### config.mk
export PLATFORM = sky130hd
export DESIGN_NAME = flash_cmd_ctrl
export DESIGN_NICKNAME = d
export VERILOG_FILES = /design/src/rtl/fcc_pkg.sv /design/src/rtl/fcc_decoder.sv /design/src/rtl/fcc_array.sv /design/src/rtl/fcc_rdmux.sv /design/src/rtl/flash_cmd_ctrl.sv
export SDC_FILE = /design/constraint.sdc
export NUM_CORES = 1
export LEC_CHECK = 0
export ABC_AREA = 0
export BUFFER_PORTS_ARGS = -buffer_cell sky130_fd_sc_hd__buf_2
export CAP_MARGIN = 25
export CORE_MARGIN = 10
export CORE_UTILIZATION = 65
export CTS_CLUSTER_SIZE = 20
export DETAILED_ROUTE_END_ITERATION = 16
export GPL_TIMING_DRIVEN = 1
export PLACE_DENSITY = 0.82
export SLEW_MARGIN = 20
export SYNTH_ARGS = -nofsm -noshare
export SYNTH_HDL_FRONTEND = slang
export SYNTH_SLANG_ARGS = --single-unit
### constraint.sdc
create_clock -name clk -period 3.8 [get_ports clk]
set_clock_uncertainty 0.05 [all_clocks]
set_input_delay 0.38 -clock clk [delete_from_list [all_inputs] [get_ports clk]]
set_output_delay 0.38 -clock clk [all_outputs]
set_load 0.02 [all_outputs]
### src/rtl/fcc_pkg.sv
package fcc_pkg;

    localparam logic [7:0] CMD_RD_ARRAY  = 8'hFF;
    localparam logic [7:0] CMD_RD_STATUS = 8'h70;
    localparam logic [7:0] CMD_CLR_STAT  = 8'h50;
    localparam logic [7:0] CMD_PROG      = 8'h40;
    localparam logic [7:0] CMD_ERASE     = 8'h20;
    localparam logic [7:0] CMD_CONFIRM   = 8'hD0;
    localparam logic [7:0] CMD_SUSPEND   = 8'hB0;
    localparam logic [7:0] CMD_RD_ID     = 8'h90;
    localparam logic [7:0] CMD_RD_QRY    = 8'h98;

    typedef enum logic [2:0] {
        ST_IDLE,
        ST_PSETUP,
        ST_ESETUP,
        ST_BUSY,
        ST_SUSP
    } ctl_st_e;

    typedef enum logic [1:0] {
        RM_ARRAY,
        RM_STATUS,
        RM_ID,
        RM_QRY
    } rd_mode_e;

    typedef enum logic [3:0] {
        OP_NONE,
        OP_RD_ARRAY,
        OP_RD_STATUS,
        OP_CLR,
        OP_PSETUP,
        OP_ESETUP,
        OP_CONFIRM,
        OP_SUSPEND,
        OP_RD_ID,
        OP_RD_QRY,
        OP_OTHER
    } cmd_e;

endpackage

### src/rtl/fcc_decoder.sv
module fcc_decoder
    import fcc_pkg::*;
(
    input  logic       wr_stb,
    input  logic [7:0] wbyte,
    output cmd_e       cmd
);

    always_comb begin
        cmd = OP_NONE;
        if (wr_stb) begin
            case (wbyte)
                CMD_RD_ARRAY:  cmd = OP_RD_ARRAY;
                CMD_RD_STATUS: cmd = OP_RD_STATUS;
                CMD_CLR_STAT:  cmd = OP_CLR;
                CMD_PROG:      cmd = OP_PSETUP;
                CMD_ERASE:     cmd = OP_ESETUP;
                CMD_CONFIRM:   cmd = OP_CONFIRM;
                CMD_SUSPEND:   cmd = OP_SUSPEND;
                CMD_RD_ID:     cmd = OP_RD_ID;
                CMD_RD_QRY:    cmd = OP_RD_QRY;
                default:       cmd = OP_OTHER;
            endcase
        end
    end

endmodule

### src/rtl/fcc_array.sv
module fcc_array #(
    parameter  int NBLK      = 4,
    parameter  int BLK_WORDS = 8,
    localparam int WORDS     = NBLK * BLK_WORDS,
    localparam int AW        = $clog2(WORDS),
    localparam int BW        = $clog2(BLK_WORDS)
) (
    input  logic          clk,
    input  logic          rst_n,
    input  logic          prog_en,
    input  logic          erase_en,
    input  logic [AW-1:0] waddr,
    input  logic [7:0]    wbyte,
    input  logic [AW-1:0] raddr,
    output logic [7:0]    rbyte
);

    logic [7:0]       mem_q [WORDS];
    logic [7:0]       mem_d [WORDS];
    logic [AW-BW-1:0] eblk;

    assign eblk  = waddr[AW-1:BW];
    assign rbyte = mem_q[raddr];

    always_comb begin
        mem_d = mem_q;
        if (prog_en) begin
            mem_d[waddr] = mem_q[waddr] & wbyte;
        end
        if (erase_en) begin
            for (int i = 0; i < BLK_WORDS; i++) begin
                mem_d[{eblk, BW'(i)}] = '1;
            end
        end
    end

    always_ff @(posedge clk) begin
        if (!rst_n) begin
            mem_q <= '{default: '1};
        end else begin
            mem_q <= mem_d;
        end
    end

    AST_PROG_NO_RAISE: assert property (@(posedge clk) disable iff (!rst_n)
        prog_en |=> ((mem_q[$past(waddr)] & ~$past(wbyte)) == 8'h00));

    AST_ERASE_FILLS: assert property (@(posedge clk) disable iff (!rst_n)
        erase_en |=> (mem_q[{$past(eblk), BW'(0)}] == 8'hFF));

endmodule

### src/rtl/fcc_rdmux.sv
module fcc_rdmux
    import fcc_pkg::*;
#(
    parameter  int         NBLK      = 4,
    parameter  int         BLK_WORDS = 8,
    parameter  logic [7:0] ID_MFR    = 8'hA5,
    parameter  logic [7:0] ID_DEV    = 8'h3C,
    localparam int         AW        = $clog2(NBLK * BLK_WORDS),
    localparam int         BW        = $clog2(BLK_WORDS)
) (
    input  rd_mode_e         mode,
    input  logic             in_susp,
    input  logic [AW-1:0]    raddr,
    input  logic [AW-BW-1:0] susp_blk,
    input  logic [7:0]       status,
    input  logic [7:0]       arr_byte,
    input  logic [NBLK-1:0]  lock,
    output logic [7:0]       dout
);

    logic [BW-1:0]    off;
    logic [AW-BW-1:0] rblk;

    assign off  = raddr[BW-1:0];
    assign rblk = raddr[AW-1:BW];

    always_comb begin
        dout = 8'h00;
        unique case (mode)
            RM_ARRAY: begin
                if (in_susp && (rblk == susp_blk)) dout = status;
                else                               dout = arr_byte;
            end
            RM_STATUS: dout = status;
            RM_ID: begin
                case (int'(off))
                    0:       dout = ID_MFR;
                    1:       dout = ID_DEV;
                    2:       dout = {7'b0, lock[rblk]};
                    default: dout = 8'h00;
                endcase
            end
            RM_QRY: begin
                case (int'(off))
                    0:       dout = 8'h51;
                    1:       dout = 8'h52;
                    2:       dout = 8'h59;
                    default: dout = 8'h00;
                endcase
            end
            default: dout = 8'h00;
        endcase
    end

endmodule

### src/rtl/flash_cmd_ctrl.sv
module flash_cmd_ctrl
    import fcc_pkg::*;
#(
    parameter int         NBLK        = 4,
    parameter int         BLK_WORDS   = 8,
    parameter int         STEP_CYC    = 2,
    parameter int         PROG_STEPS  = 2,
    parameter int         ERASE_STEPS = 4,
    parameter logic [7:0] ID_MFR      = 8'hA5,
    parameter logic [7:0] ID_DEV      = 8'h3C
) (
    input  logic                                  clk,
    input  logic                                  rst_n,
    input  logic                                  ce_n,
    input  logic                                  we_n,
    input  logic                                  oe_n,
    input  logic [$clog2(NBLK*BLK_WORDS)-1:0]     addr,
    input  logic [7:0]                            wdata,
    input  logic                                  vpp_ok,
    input  logic [NBLK-1:0]                       blk_lock,
    output logic [7:0]                            rdata,
    output logic                                  ready,
    output logic                                  susp_pulse
);

    localparam int AW    = $clog2(NBLK * BLK_WORDS);
    localparam int BW    = $clog2(BLK_WORDS);
    localparam int CW    = $clog2(STEP_CYC + 1);
    localparam int MAXST = (PROG_STEPS > ERASE_STEPS) ? PROG_STEPS : ERASE_STEPS;
    localparam int SW    = $clog2(MAXST + 1);

    localparam logic [CW-1:0] CYC_LAST  = CW'(STEP_CYC - 1);
    localparam logic [SW-1:0] PROG_LAST = SW'(PROG_STEPS - 1);
    localparam logic [SW-1:0] ERAS_LAST = SW'(ERASE_STEPS - 1);

    typedef struct packed {
        ctl_st_e       st;
        rd_mode_e      mode;
        logic          is_erase;
        logic          e_fail;
        logic          p_fail;
        logic          v_err;
        logic          l_err;
        logic          susp_req;
        logic          susp_pulse;
        logic          run_fail;
        logic [CW-1:0] cyc;
        logic [SW-1:0] step;
        logic [AW-1:0] op_addr;
        logic [7:0]    op_data;
    } ctl_t;

    ctl_t          c_q, c_d;
    cmd_e          cmd;
    logic          wr_stb;
    logic          prog_en, erase_en;
    logic          go_start, go_erase;
    logic [SW-1:0] last_step;
    logic [7:0]    sr;
    logic [7:0]    arr_byte;
    logic [7:0]    mux_out;
    logic [3:0]    err_q;
    logic          resume_acc;

    assign wr_stb = !ce_n && !we_n;

    fcc_decoder u_dec (
        .wr_stb (wr_stb),
        .wbyte  (wdata),
        .cmd    (cmd)
    );

    assign last_step  = c_q.is_erase ? ERAS_LAST : PROG_LAST;
    assign ready      = (c_q.st != ST_BUSY);
    assign susp_pulse = c_q.susp_pulse;
    assign sr = {ready,
                 (c_q.st == ST_SUSP) &&  c_q.is_erase,
                 c_q.e_fail, c_q.p_fail, c_q.v_err,
                 (c_q.st == ST_SUSP) && !c_q.is_erase,
                 c_q.l_err, 1'b0};
    assign err_q      = {c_q.e_fail, c_q.p_fail, c_q.v_err, c_q.l_err};
    assign resume_acc = (c_q.st == ST_SUSP) && (cmd == OP_CONFIRM);

    always_comb begin
        c_d            = c_q;
        c_d.susp_pulse = 1'b0;
        prog_en        = 1'b0;
        erase_en       = 1'b0;
        go_start       = 1'b0;
        go_erase       = 1'b0;

        unique case (c_q.st)
            ST_IDLE: begin
                case (cmd)
                    OP_RD_ARRAY:  c_d.mode = RM_ARRAY;
                    OP_RD_STATUS: c_d.mode = RM_STATUS;
                    OP_RD_ID:     c_d.mode = RM_ID;
                    OP_RD_QRY:    c_d.mode = RM_QRY;
                    OP_CLR: begin
                        c_d.e_fail = 1'b0;
                        c_d.p_fail = 1'b0;
                        c_d.v_err  = 1'b0;
                        c_d.l_err  = 1'b0;
                    end
                    OP_PSETUP: begin
                        c_d.st   = ST_PSETUP;
                        c_d.mode = RM_STATUS;
                    end
                    OP_ESETUP: begin
                        c_d.st   = ST_ESETUP;
                        c_d.mode = RM_STATUS;
                    end
                    default: ;
                endcase
            end

            ST_PSETUP: begin
                if (cmd != OP_NONE) begin
                    go_start = 1'b1;
                end
            end

            ST_ESETUP: begin
                if (cmd == OP_CONFIRM) begin
                    go_start = 1'b1;
                    go_erase = 1'b1;
                end else if (cmd != OP_NONE) begin
                    c_d.st     = ST_IDLE;
                    c_d.e_fail = 1'b1;
                    c_d.p_fail = 1'b1;
                end
            end

            ST_BUSY: begin
                if (cmd == OP_RD_STATUS) c_d.mode = RM_STATUS;
                if (cmd == OP_SUSPEND)   c_d.susp_req = 1'b1;
                if (!vpp_ok)             c_d.run_fail = 1'b1;
                if (c_q.cyc == CYC_LAST) begin
                    c_d.cyc = '0;
                    if (c_q.step == last_step) begin
                        c_d.st       = ST_IDLE;
                        c_d.susp_req = 1'b0;
                        if (c_q.run_fail || !vpp_ok) begin
                            if (c_q.is_erase) c_d.e_fail = 1'b1;
                            else              c_d.p_fail = 1'b1;
                        end else begin
                            prog_en  = !c_q.is_erase;
                            erase_en =  c_q.is_erase;
                        end
                    end else begin
                        c_d.step = c_q.step + SW'(1);
                        if (c_q.susp_req || (cmd == OP_SUSPEND)) begin
                            c_d.st         = ST_SUSP;
                            c_d.susp_req   = 1'b0;
                            c_d.susp_pulse = 1'b1;
                        end
                    end
                end else begin
                    c_d.cyc = c_q.cyc + CW'(1);
                end
            end

            ST_SUSP: begin
                case (cmd)
                    OP_RD_ARRAY:  c_d.mode = RM_ARRAY;
                    OP_RD_STATUS: c_d.mode = RM_STATUS;
                    OP_RD_ID:     c_d.mode = RM_ID;
                    OP_RD_QRY:    c_d.mode = RM_QRY;
                    OP_CONFIRM: begin
                        c_d.st   = ST_BUSY;
                        c_d.mode = RM_STATUS;
                        c_d.cyc  = '0;
                    end
                    default: ;
                endcase
            end

            default: c_d.st = ST_IDLE;
        endcase

        if (go_start) begin
            c_d.st       = ST_IDLE;
            c_d.is_erase = go_erase;
            if (!vpp_ok) begin
                c_d.v_err = 1'b1;
                if (go_erase) c_d.e_fail = 1'b1;
            end else if (blk_lock[addr[AW-1:BW]]) begin
                c_d.l_err = 1'b1;
            end else begin
                c_d.st       = ST_BUSY;
                c_d.cyc      = '0;
                c_d.step     = '0;
                c_d.run_fail = 1'b0;
                c_d.susp_req = 1'b0;
                c_d.op_addr  = addr;
                c_d.op_data  = wdata;
            end
        end
    end

    always_ff @(posedge clk) begin
        if (!rst_n) begin
            c_q <= '0;
        end else begin
            c_q <= c_d;
        end
    end

    fcc_array #(
        .NBLK      (NBLK),
        .BLK_WORDS (BLK_WORDS)
    ) u_arr (
        .clk      (clk),
        .rst_n    (rst_n),
        .prog_en  (prog_en),
        .erase_en (erase_en),
        .waddr    (c_q.op_addr),
        .wbyte    (c_q.op_data),
        .raddr    (addr),
        .rbyte    (arr_byte)
    );

    fcc_rdmux #(
        .NBLK      (NBLK),
        .BLK_WORDS (BLK_WORDS),
        .ID_MFR    (ID_MFR),
        .ID_DEV    (ID_DEV)
    ) u_mux (
        .mode     (c_q.mode),
        .in_susp  (c_q.st == ST_SUSP),
        .raddr    (addr),
        .susp_blk (c_q.op_addr[AW-1:BW]),
        .status   (sr),
        .arr_byte (arr_byte),
        .lock     (blk_lock),
        .dout     (mux_out)
    );

    assign rdata = (!ce_n && !oe_n) ? mux_out : 8'h00;

    AST_READY_FALLS_ON_WRITE: assert property (@(posedge clk) disable iff (!rst_n)
        $fell(ready) |-> $past(wr_stb));

    AST_BUSY_READS_STATUS: assert property (@(posedge clk) disable iff (!rst_n)
        (c_q.st == ST_BUSY) |-> (c_q.mode == RM_STATUS));

    AST_LOCK_NO_START: assert property (@(posedge clk) disable iff (!rst_n)
        $rose(c_q.l_err) |-> ready);

    AST_SUSP_PULSE_SINGLE: assert property (@(posedge clk) disable iff (!rst_n)
        susp_pulse |=> !susp_pulse);

    AST_SUSP_FLAGS_SET: assert property (@(posedge clk) disable iff (!rst_n)
        susp_pulse |-> (sr[7] && (sr[2] || sr[6])));

    AST_RESUME_CLEARS: assert property (@(posedge clk) disable iff (!rst_n)
        $past(resume_acc) |-> (!ready && !sr[2] && !sr[6]));

    AST_ERR_STICKY: assert property (@(posedge clk) disable iff (!rst_n)
        !$past(cmd == OP_CLR) |-> (($past(err_q) & ~err_q) == 4'b0));

endmodule

==> summary.md, run 1 <==
| Metric | Value |
|---|---|
| Outcome | `completed` |
| Pwr Density | `around 390 mW/mm^2` |
| Share of cells above drive strength 1 | `between 20% and 30%` |
| Syn nets | `roughly 1.5k` |
| Yosys top cell area share | `38.03%` |
| Slew of the pin with the lowest slew margin | `0.9436 ns` |
| Crit path to | `rdata[5]` |
| Synth cell types | `69` |
| Buf/Inv on CP | `1` |
| Synth area leaders | `dfxtp_1 38%, mux4_2 21%, o211ai_1 9.1%, nand2_1 5.2%, nor2_1 2.9%` |
| TritonCTS Buffers | `30` |
| Hold_buf cts | `0` |
| Routability Congestion | `0.9119` |
| First-pass GRT wire length | `66,230 um` |
| Sequential element share of the synthesized area | `38.03%` |
| Routed len/inst | `23.37 um` |
| Core area | `approximately 0.023 sq mm` |
| Worst-case vdd ir drop | `0.3308 mV` |
| CTS Buffer Depth | `3` |
| Synthesized area | `0.01511 sq mm` |
| CTS-repair resized insts | `0` |
| Layout area overhead | `8.977%` |
| CTS tree | `done` |
| Unrepaired setup endpoints after global routing | `no` |
| Ys Warns | `0` |
| H-tree depth | `1` |
| Yosys reg bits | `287` |
| Post-synthesis instance total | `roughly 1.5k` |
| Total number of vias | `between 10k and 15k` |
| Top post-synthesis cells by count | `287 x dfxtp_1, 209 x nand2_1, 183 x o211ai_1` |
| Synth Area per Inst | `between 10 and 15 sq um` |
| Vias in the first global route | `11.81k` |
| CP delay by family, top | `simple AND/OR/NAND/NOR gates` |
| Die X | `172.5 um` |
| Post-synth ARST share | `0%` |
| Die Ht | `172.5 um` |
| Hold depth | `3` |
| CP required | `between 3 and 4 ns` |
| Clock latency on the worst-skew pair | `approximately 0.56 ns` |
| 1st-iter DRT viols | `1,548` |
| Root Buffer | `clkbuf_16` |
| Mean number of vias per cell | `approximately 7.0` |
| EDFF count, synth | `0` |
| Critical Path Stages | `6` |
| Clock sinks | `287` |
| Reg2reg end | `u_arr.mem_q[242]$_SDFF_PN1_` |
| Reg2Reg Setup Slack | `about 0.57 ns` |
| Worst-path clk slew | `0.06 ns` |
| Port Buffer Count | `32` |
| Relative slew margins | `36.86%` |
| Detailed placement HPWL | `between 20,000 and 30,000 um` |
| Slew Viols, Final | `0` |
| Setup violations, final | `0` |
| DRC | `0` |
| Leak | `6.608 nW` |
| Pre-Repair DR Iteration Count | `5` |
| Die area | `0.02974 sq mm` |
| Worst hold margin | `0.05680 ns` |
| Antenna violation net count after detailed routing | `0` |
| Antenna violations before repair | `3` |
| Setup TNS | `0 ns` |
| I/O pins | `33` |
| Post-CTS setup buffers | `0` |
| FMAX | `about 310 MHz` |
| CP startpoint kind | `flip-flop` |
| Reg2Reg Depth | `7` |
| Tcrit/Tclk final | `85.22%` |
| Row count | `between 50 and 60` |
| Final core area utilization | `72.29%` |
| Pin count of the biggest net entering global routing | `65` |
| Main synth FF type | `dfxtp_1` |
| Slowest CP cell | `dfxtp_1` |
| CP Max Fanout | `13` |
| Routed wire length | `41,720 um` |
| WP data arrival | `2.81 ns` |
| Critical path origin | `c_q[30]$_SDFFE_PN0P_` |
| Gr ovfl total | `0` |
| Total power | `6.422 mW` |
| Largest stage delay on the critical path | `0.57 ns` |
| Global-route usage over all layers | `about 28%` |
| Reg2reg start | `c_q[8]$_SDFFE_PN0P_` |
| Nets | `between 1k and 1.5k` |
| Worst hold-check path type | `input port to flip-flop` |
| Hold Vio Cnt, Final | `0` |
| Tmin final | `3.238 ns` |
| Initial Utilization | `66.33%` |
| Worst setup EP type | `primary output` |
| Cells along the critical path | `or3b_2, nor3_1, nor2_1, o311ai_0, a21oi_1, buf_2` |
| Top-count cell post-synth | `dfxtp_1` |
| WS Path Type | `flip-flop to primary output` |
| Leading area contributor after synthesis | `dfxtp_1` |
| Max_cap viols | `0` |
[kinds of logic after synthesis]
family | after synthesis | share of synthesized area [%]
multiplexers | 167 | 23.19
flip-flops | 287 | 38.03
AND/OR/NAND/NOR | 489 | 15.08
buffers and inverters | 169 | 5.532
XOR/XNOR | 4 | 0.2319
adder cells (fa/ha/maj) | 1 | 0.08280
AO/OA/AOI/OAI | 365 | 17.85
[layout make-up]
type | instances | area, sq um
Multi-Input combinational cell | 1026 | 8584
Fill cell | 1539 | 6312
Clock buffer | 46 | 912.1
Clock inverter | 8 | 67.56
Sequential cell | 287 | 5751
Inverter | 9 | 33.78
Tap cell | 313 | 391.6
Antenna cell | 1 | 2.502
Timing Repair Buffer | 95 | 723.2
[per-layer routing]
metal	global-route usage [%]	up-vias	wire length, um
met4	13.94	4	2183
li1	-	5529	-
met1	36.85	6019	15870
met2	43.37	758	19260
met5	0	-	31
met3	5.928	149	4370
[tightest hold or removal path, stage by stage]
cell,delay [ns]
buf_2,0.11
mux2i_1,0.07
nor2_1,0.07
[placed cells by master, fill, tap and decap left out, drive strengths merged, types with 3 or more instances in the layout]
| cell | instances |
|---|---|
| nor3 | 10 |
| nor4 | 6 |
| o22ai | 7 |
| nand3 | 14 |
| mux2i | 22 |
| o21ai | 78 |
| nor2b | 9 |
| a221o | 9 |
| a211oi | 3 |
| nand4 | 6 |
| clkinv | 6 |
| nand2b | 5 |
| o31ai | 11 |
| nand2 | 209 |
| dfxtp | 287 |
| a22o | 24 |
| o211ai | 193 |
| inv | 9 |
| a21oi | 19 |
| and3b | 3 |
| and2 | 66 |
| clkbuf | 46 |
| or2 | 3 |
| nor4b | 3 |
| and3 | 9 |
| mux4 | 145 |
| nor2 | 118 |
| xor2 | 3 |
| buf | 95 |
| nand3b | 18 |
[through the flow]
stage          setup WS (ns)  area [sq um]  instances
2_1_floorplan         0.8578         15110       1482
3_3_place_gp          0.6757         15480       1730
3_5_place_dp          0.6220         15480       1730
4_1_cts               0.5778         16460       1784
5_1_grt               0.3754         16460       1784
6_report              0.5615         16470       1785
[power breakdown]
part | leakage [nW] | switching, mW | total, mW | internal (mW)
logic | 3.80 | 0.267 | 0.437 | 0.169
registers | 2.32 | 0.0378 | 3.06 | 3.02
clock network | 0.486 | 1.22 | 2.92 | 1.71
[flip-flops by register name, indices dropped and copies added (netlist names)]
| register | cells |
|---|---|
| susp_pulse | 1 |
| u_arr.mem_q | 256 |
| c_q | 30 |
[worst min-delay path by stage]
stage / start / endpoint / slack, ns
after floorplan: c_q[24]$_SDFF_PN0_ / c_q[24]$_SDFF_PN0_ / 0.38
after global placement: c_q[17]$_SDFF_PN0_ / c_q[17]$_SDFF_PN0_ / 0.40
after detailed placement: c_q[17]$_SDFF_PN0_ / c_q[17]$_SDFF_PN0_ / 0.41
after CTS: wdata[1] / c_q[1]$_SDFFE_PN0P_ / 0.05
after global routing: wdata[1] / c_q[1]$_SDFFE_PN0P_ / 0.08
final: wdata[1] / c_q[1]$_SDFFE_PN0P_ / 0.06
(Power assumes the default switching activity.)
==> run 2, diff against run 1 <==
--- a/config.mk
+++ b/config.mk
@@ -10,10 +10,10 @@
 export CAP_MARGIN = 25
 export CORE_MARGIN = 10
 export CORE_UTILIZATION = 65
-export CTS_CLUSTER_SIZE = 20
+export CTS_CLUSTER_SIZE = 25
 export DETAILED_ROUTE_END_ITERATION = 16
 export GPL_TIMING_DRIVEN = 1
-export PLACE_DENSITY = 0.82
+export PLACE_DENSITY = 0.89
 export SLEW_MARGIN = 20
 export SYNTH_ARGS = -nofsm -noshare
 export SYNTH_HDL_FRONTEND = slang
==> run 2 against run 1 <==
  * Via count is 4.2% higher
  * Cell area is 0.12% lower
  * Sequential share of layout area hardly changed
  * Sequential power hardly changed
  * Highest routed layer unchanged
  * Routed wire length is 5.5% higher
  * Non-clock buffer count is 1 higher
==> summary.md, run 2 (synthesized netlist as in run 1, its figures left out) <==
| Metric | Value |
|---|---|
| Tmin final | `3.226 ns (-0.01261 ns)` |
| CTS tree | `done` |
| Clock latency on the worst-skew pair | `0.56 ns (about the same)` |
| 1st-iter DRT viols | `2,144 (+39%)` |
| Most frequent cells in the layout | `285 x dfxtp_1, 209 x nand2_1, 183 x o211ai_1` |
| Detailed placement HPWL | `27,620 um (-0.73%)` |
| Setup violations, final | `0 (unchanged)` |
| Core area | `0.02278 sq mm (unchanged)` |
| FF/Latch Area | `0.005751 sq mm (unchanged)` |
| Worst-case vdd ir drop | `0.3170 mV (-4.2%)` |
| DRC | `0 (unchanged)` |
| Root Buffer | `clkbuf_16` |
| Pre-Repair DR Iteration Count | `6 (+1)` |
| Outcome | `completed` |
| Worst hold-check path type | `input port to flip-flop` |
| Internal cell power | `4.845 mW (-1.1%)` |
| # fillers | `1,375 (-11%)` |
| Hold_sp | `vpp_ok` |
| Max_cap viols | `0 (unchanged)` |
| Die Ht | `172.5 um (unchanged)` |
| Worst-path clk slew | `0.06 ns (about the same)` |
| CTS Buffer Depth | `3 (unchanged)` |
| Comb pwr share | `6.9% (about the same)` |
| Routability Congestion | `0.9100 (-0.21%)` |
| Pwr Density | `387.1 mW/mm^2 (-0.75%)` |
| Hold_buf cts | `0 (unchanged)` |
| Leak | `6.597 nW (-0.16%)` |
| Nets | `1,474 (+0.068%)` |
| Setup TNS | `0 ns (unchanged)` |
| CP startpoint kind | `input port` |
| WS Path Type | `input port to primary output` |
| Clock Power Share | `45.0% (-0.5 points)` |
| Post-CTS setup buffers | `0 (unchanged)` |
| First-pass GRT wire length | `69,450 um (+4.9%)` |
| H-tree depth | `1 (unchanged)` |
| Clock sinks | `287 (unchanged)` |
| Antenna violations before repair | `2 (-1)` |
| Port Buffer Count | `32 (unchanged)` |
| Vias in the first global route | `12.59k (+6.7%)` |
| Slew Viols, Final | `0 (unchanged)` |
| Worst setup EP type | `primary output` |
| Reg2Reg Setup Slack | `0.67 ns (+0.10 ns)` |
| Pin count of the biggest net entering global routing | `73 (+12%)` |
| Reg2reg start | `c_q[8]$_SDFFE_PN0P_` |
| Total number of vias | `12.98k (+4.2%)` |
| Reg2reg end | `u_arr.mem_q[117]$_SDFF_PN1_` |
| Die area | `0.02974 sq mm (unchanged)` |
| Tcrit/Tclk final | `84.89% (-0.33 points)` |
| FMAX | `310.0 MHz (+0.39%)` |
| Part of the power in registers | `48.1% (+0.4 points)` |
| I/O pins | `33 (unchanged)` |
| Global-route usage over all layers | `29.50% (+1.4 points)` |
| Hold Vio Cnt, Final | `0 (unchanged)` |
| Share of cells above drive strength 1 | `21.17% (-0.38 points)` |
| WP data arrival | `2.80 ns (about the same)` |
| CP Max Fanout | `21 (+8)` |
| Mean number of vias per cell | `7.261 (+4.0%)` |
| Reg2Reg Depth | `8 (+1)` |
| Total power | `6.366 mW (-0.88%)` |
| Gr ovfl total | `0 (unchanged)` |
| Antenna violation net count after detailed routing | `0 (unchanged)` |
| Net Sw Frac | `23.88% (+0.18 points)` |
| Commonest non-fill, non-tap cell in the layout | `dfxtp_1` |
| Routed wire length | `44,010 um (+5.5%)` |
| Register with the most flip-flops | `u_arr.mem_q` |
| Max FFs per register | `256 (unchanged)` |
| Slew of the pin with the lowest slew margin | `1.091 ns (+0.1473 ns)` |
| Area of the multi-input gates | `0.008584 sq mm (unchanged)` |
| Layout area overhead | `8.844%` |
| Switch Pwr | `1.520 mW (-0.11%)` |
| Hold depth | `2 (-1)` |
| CP required | `3.37 ns (about the same)` |
| Routed len/inst | `24.61 um (+5.3%)` |
| Hold endpoint | `c_q[22]$_SDFF_PN0_` |
| Unrepaired setup endpoints after global routing | `no` |
| CTS-repair resized insts | `0 (unchanged)` |
| Row count | `55 (unchanged)` |
| Relative slew margins | `27.00% (-9.9 points)` |
| TritonCTS Buffers | `30 (unchanged)` |
| Initial Utilization | `66.33% (unchanged)` |
| Die X | `172.5 um (unchanged)` |
-- run 2: final cells by class --
class | instances | share of cell area (%)
multi-input combinational | 1026 | 52.20
sequential | 287 | 34.97
clock buffer | 54 | 5.729
timing repair buffer | 96 | 4.443
tap | 313 | 2.381
inverter | 9 | 0.2054
clock inverter | 2 | 0.06086
antenna | 1 | 0.01522
-- run 2: power by group through the flow --
stage	sequential [mW]	clock (mW)	combinational, mW
2_1_floorplan	3.10	0	0.341
3_3_place_gp	3.12	0	0.417
3_5_place_dp	3.12	0	0.424
4_1_cts	3.06	2.84	0.428
5_1_grt	3.06	2.96	0.469
6_report	3.06	2.87	0.439
-- run 2: layer usage --
metal	global-route usage (%)	vias to the layer above	wire (um)
li1	-	5516	-
met1	35.82	6203	15540
met2	47.26	1032	20170
met3	7.364	229	5550
met4	16.34	2	2732
met5	0	-	11
-- run 2: through the flow --
step                hold slack, ns  cell area (sq um)  util (%)  setup WS [ns]  instances
finish                     0.06538              16450     72.20         0.5741       1788
global placement            0.4045              15490     68.01         0.6706       1731
floorplan                   0.3834              15110         -         0.8578       1482
detailed placement          0.4113              15490     68.01         0.6527       1731
CTS                        0.05400              16440     72.19         0.6176       1787
global route               0.08599              16450     72.20         0.4710       1788
-- run 2: worst max-delay path, cell delays in order --
cell and delay (ns):
buf_4 0.33, buf_12 0.27, mux4_2 0.55, mux4_2 0.47
mux2i_1 0.34, nand2_1 0.10, o21ai_0 0.09, o31ai_1 0.08
buf_2 0.18
-- run 2: worst max path at each step --
stage	start	endpoint
after detailed placement	addr[0]	rdata[4]
after CTS	addr[0]	rdata[4]
after global routing	addr[0]	rdata[4]
after floorplan	addr[0]	rdata[0]
final	addr[0]	rdata[4]
after global placement	addr[0]	rdata[4]
